==> src/rtl/dup_parity_corrector.sv <==
module dup_parity_corrector #(
  parameter int LINE_W = 64,
  parameter int PART_W = 8,
  parameter int N_PART = LINE_W / PART_W
) (
  input  logic [LINE_W-1:0] wr_data,
  output logic [LINE_W-1:0] wr_copy_a,
  output logic [LINE_W-1:0] wr_copy_b,
  output logic [N_PART-1:0] wr_par_a,
  output logic [N_PART-1:0] wr_par_b,
  input  logic [LINE_W-1:0] rd_copy_a,
  input  logic [LINE_W-1:0] rd_copy_b,
  input  logic [N_PART-1:0] rd_par_a,
  input  logic [N_PART-1:0] rd_par_b,
  output logic [LINE_W-1:0] rd_data,
  output logic [N_PART-1:0] rd_fix,
  output logic [N_PART-1:0] rd_bad,
  output logic [LINE_W-1:0] rd_diff
);

  assign wr_copy_a = wr_data;
  assign wr_copy_b = wr_data;
  assign rd_diff   = rd_copy_a ^ rd_copy_b;

  for (genvar g = 0; g < N_PART; g++) begin : g_part
    localparam int LO = g * PART_W;
    logic [PART_W-1:0] pa, pb;
    logic ok_a, ok_b, agree;

    assign pa    = rd_copy_a[LO +: PART_W];
    assign pb    = rd_copy_b[LO +: PART_W];
    assign ok_a  = ~^{pa, rd_par_a[g]};
    assign ok_b  = ~^{pb, rd_par_b[g]};
    assign agree = (pa == pb);

    assign wr_par_a[g] = ^wr_data[LO +: PART_W];
    assign wr_par_b[g] = ^wr_data[LO +: PART_W];

    assign rd_fix[g] = ok_a ^ ok_b;
    assign rd_bad[g] = ~(ok_a ^ ok_b) & ~(ok_a & ok_b & agree);
    assign rd_data[LO +: PART_W] = (ok_b & ~ok_a) ? pb : pa;
  end

endmodule

==> config.mk <==
export PLATFORM = sky130hd
export DESIGN_NAME = dup_parity_corrector
export DESIGN_NICKNAME = d
export VERILOG_FILES = /design/src/rtl/dup_parity_corrector.sv
export SDC_FILE = /design/constraint.sdc
export NUM_CORES = 1
export LEC_CHECK = 0
export ABC_AREA = 0
export BUFFER_PORTS_ARGS = -buffer_cell sky130_fd_sc_hd__buf_2
export CORE_AREA = 2 2 191 193
export DETAILED_ROUTE_END_ITERATION = 10
export DIE_AREA = 0 0 193 195
export PLACE_DENSITY = 0.4
export SLEW_MARGIN = 20
export SYNTH_ARGS = -nofsm -noshare
export SYNTH_HDL_FRONTEND = slang
export SYNTH_SLANG_ARGS = --single-unit
==> constraint.sdc <==
create_clock -name vclk -period 3.3
set_input_delay 0.33 -clock vclk [all_inputs]
set_output_delay 0.33 -clock vclk [all_outputs]
set_load 0.005 [all_outputs]
After elaboration in Yosys (flattened, before gate mapping). Index checks and enable logic that the tools add are counted.

Register bits: 0. Input bits: 208. Logic and storage cells: 105.

Equality and inequality tests: 8. Muxes and demuxes: 8. Bitwise logic cells: 65. Reduce and logical (&&, ||, !) cells: 24.

Operators with widths (count): $reduce_xnor A9 Y1 (16); $eq A8 B8 Y1 (8); $mux W8 (8); $reduce_xor A8 Y1 (8); $xor A64 B64 Y64 (1); $and A1 B1 Y1 (32); $not A1 Y1 (24); $xor A1 B1 Y1 (8).

Logic depth before layout (Yosys ltp).
Depth after elaboration: 5. Depth in mapped cells: 7. Depth with buffers taken out: 7.

Worst setup path before layout. OpenSTA, ideal clock, no wires.

Path kind: input port to output port. Start: input rd_copy_b[61]. End: output rd_data[56]. Data arrival time: 1.883 ns. Data required time: 2.970 ns. Setup slack: 1.087 ns. Cell stages on the path: 6. Cells stage by stage: xnor2_1 -> xnor3_1 -> xnor2_1 -> ha_1 -> clkbuf_1 -> mux2_2.

Cells in the longest elaborated chain, start to end: 3.

RTL lines: from (decl) (line 12) `input logic [LINE_W-1:0] rd_copy_b,`; $reduce_xnor A9 Y1 (line 33) `assign ok_b = ~^{pb, rd_par_b[g]};`; $and A1 B1 Y1 (line 41) `assign rd_data[LO +: PART_W] = (ok_b & ~ok_a) ? pb : pa;`; $mux W8 (line 41); to (decl) (line 15) `output logic [LINE_W-1:0] rd_data,`.

Every way passes these cells.

Worst setup path after layout.
Start: input rd_copy_b[2]. End: output rd_data[3].

The elaborated chain is that of the path after synthesis.

==> metrics.md <==
| Metric | Value |
|---|---|
| Vias in the first global route | 4494 |
| Critical path type | in2out |
| Final period util | 81.6% |
| DRC errors left | 0 |
| Synth Area in XOR/XNOR | 51.3% |
| Static Leak | 3.39 nW |
| Total number of vias | 4549 |
| Crit path DAT | 2360 ps |
| Core box area | 35400 sq um |
| Die Area | 37600 sq um |
| Critical Path RT | 2970 ps |
| Share of cells above drive strength 1 | 65.0% |
| Pwr per Cell Area | 366 nW/um^2 |
| N_diodes | 0 |
| Final core occ | 18.5% |
| Area grow syn2layout | 45.0% |
| Maximum vdd ir drop | 0.241 mV |
| Post-synth top area share | 22.6% |
| First-pass GRT wire length | 24500 microns |
| Critical path launch point | rd_copy_b[2] |
| Tightest Pin Transition | 539 ps |
| Combinational family with the most area after synthesis | XOR/XNOR gates |
| Status | finished clean |
| PostCTS Resize Cnt | 0 |
| Relative slew slack | 63.7% |
| Top Ports | 496 |
| CP Max Fanout | 8 |
| RSZ-0062 raised after global routing | no |
| Worst hold path class | in2out |
| Total negative slack | 0 ps |
| Final Max Slew Viols | 0 |
| Mapped Nets | 736 |
| Crit end category | primary output |
| Synth area leader | buf_4 |
| Synth Warn # | 0 |
| CLK BUF | 0 |
| Postcts setup bufs | 0 |
| Sequential area share after synthesis | 0% |
| Cells along the critical path | buf_2 -> xor2_1 -> xnor3_1 -> xnor2_1 -> ha_1 -> mux2_2 -> buf_2 |
| Post-Synth Simple-Gate Area | 2.65% |
| Worst path max stage delay | 460 ps |
| Routed Antenna Nets | 0 |
| Critical Path Source Type | input port |
| Final hold vios | 0 |
| Post-synth cell types | 12 |
| Hold slack | 862 ps |
| Total gr overflow | 0 |
| CP max-delay cell | xnor3_1 |
| Routability cong. | 0.797 |
| WL/cell | 13.6 microns |
| Ratio of routed vias to standard cells | 3.42 |
| Post-detail-place hpwl | 16900 microns |
| Max Fclk | 0.371 GHz |
| Initial DRT Pass Iterations | 4 |
| Mapped Area | 4520 sq um |
| Synth top area cells | buf_4 23%, xnor2_1 22%, xor2_1 21% |
| Total of max-cap violations | 0 |
| Cells after Synth | 512 |
| # hold bufs at CTS | 0 |
| Total track usage | 8.39% |
| Setup Viol. Count Final | 0 |
| Post-synth top cells | 136 x buf_4, 116 x xnor2_1, 108 x xor2_1, 64 x mux2_2 |
| Initial Util | 12.8% |
| Num sequential | 0 |
| Drt total wl | 18100 microns |
| Post-Syn Area per Cell | 8.84 sq um |
| DR iter-0 viols | 50 |
| Fin nets | 1094 |
| Post-Synth Adder-Cell Area | 4.42% |
| FF+latch area | 0 sq um |
| Worst Setup EP | rd_data[3] |
| Die X | 193 microns |
| Die Y | 195 microns |
| Most used cell, CP | buf_2 |
| Largest net degree at the start of global routing | 9 |
| Initial antenna violation count | 0 |
| Port Buffers | 496 |
| Mux cell area share after synthesis | 15.9% |
| Row Count | 69 |
| Tot Pwr | 2.40 mW |
| Count leader, synth | buf_4 |
| Synth Area in Compound Gates | 1.11% |
| Minimum clock period | 2690 ps |
==> worst max-delay path, delay by kind of cell <==
family	cells	cell delay, ps
adders and majority gates	1	450
buffers and inverters	2	250
muxes	1	410
xor gates and xnor gates	3	920
==> metrics by stage <==
| stage | area [sq um] | setup WS, ps | std cells |
|---|---|---|---|
| after floorplan | 4520 | 1090 | 512 |
| after global placement | 6560 | 581 | 1329 |
| after detailed placement | 6560 | 559 | 1329 |
| after CTS | 6560 | 551 | 1329 |
| after global routing | 6560 | 451 | 1329 |
| final | 6560 | 606 | 1329 |
==> cells by family after synthesis <==
logic type,Yosys count
multiplexers,64
AO/OA/AOI/OAI,8
AND/OR/NAND/NOR,24
adder cells (fa/ha/maj),16
XOR/XNOR,240
buffers and inverters,160
==> cell type report <==
| type | instances | area (sq um) |
|---|---|---|
| Fill cell | 4004 | 28800 |
| Multi-Input combinational cell | 352 | 3410 |
| Timing Repair Buffer | 500 | 2510 |
| Tap cell | 461 | 577 |
| Inverter | 16 | 60.1 |
==> power breakdown <==
group / internal [mW] / switching [mW] / leakage, nW
Combinational: 1.25 / 1.15 / 3.39
Sequential: 0 / 0 / 0
Clock: 0 / 0 / 0
==> how the worst min path moves through the flow <==
stage                   from             to  depth (start not counted)
6_report         wr_data[46]  wr_copy_a[46]                          2
2_1_floorplan  rd_copy_a[12]    rd_diff[12]                          1
5_1_grt          wr_data[46]  wr_copy_a[46]                          2
4_1_cts          wr_data[46]  wr_copy_a[46]                          2
3_3_place_gp     wr_data[46]  wr_copy_b[46]                          2
3_5_place_dp     wr_data[46]  wr_copy_a[46]                          2
==> layout by cell type (no fill, tap or decap) <==
cell	count
inv_1	16
xnor2_1	116
buf_2	496
buf_4	4
ha_1	16
mux2_2	64
a31oi_1	8
nor4_1	8
nor2_1	8
xor2_1	108
nor3_1	8
xnor3_1	16
==> per-layer routing <==
layer	global-route usage, %	up-vias	routed length [microns]
met5	0	-	0
met4	0.730	0	165
met3	1.42	8	1380
met2	18.3	260	10300
met1	8.12	2049	6230
li1	-	2232	-
Power figures use the tool's default switching activity.
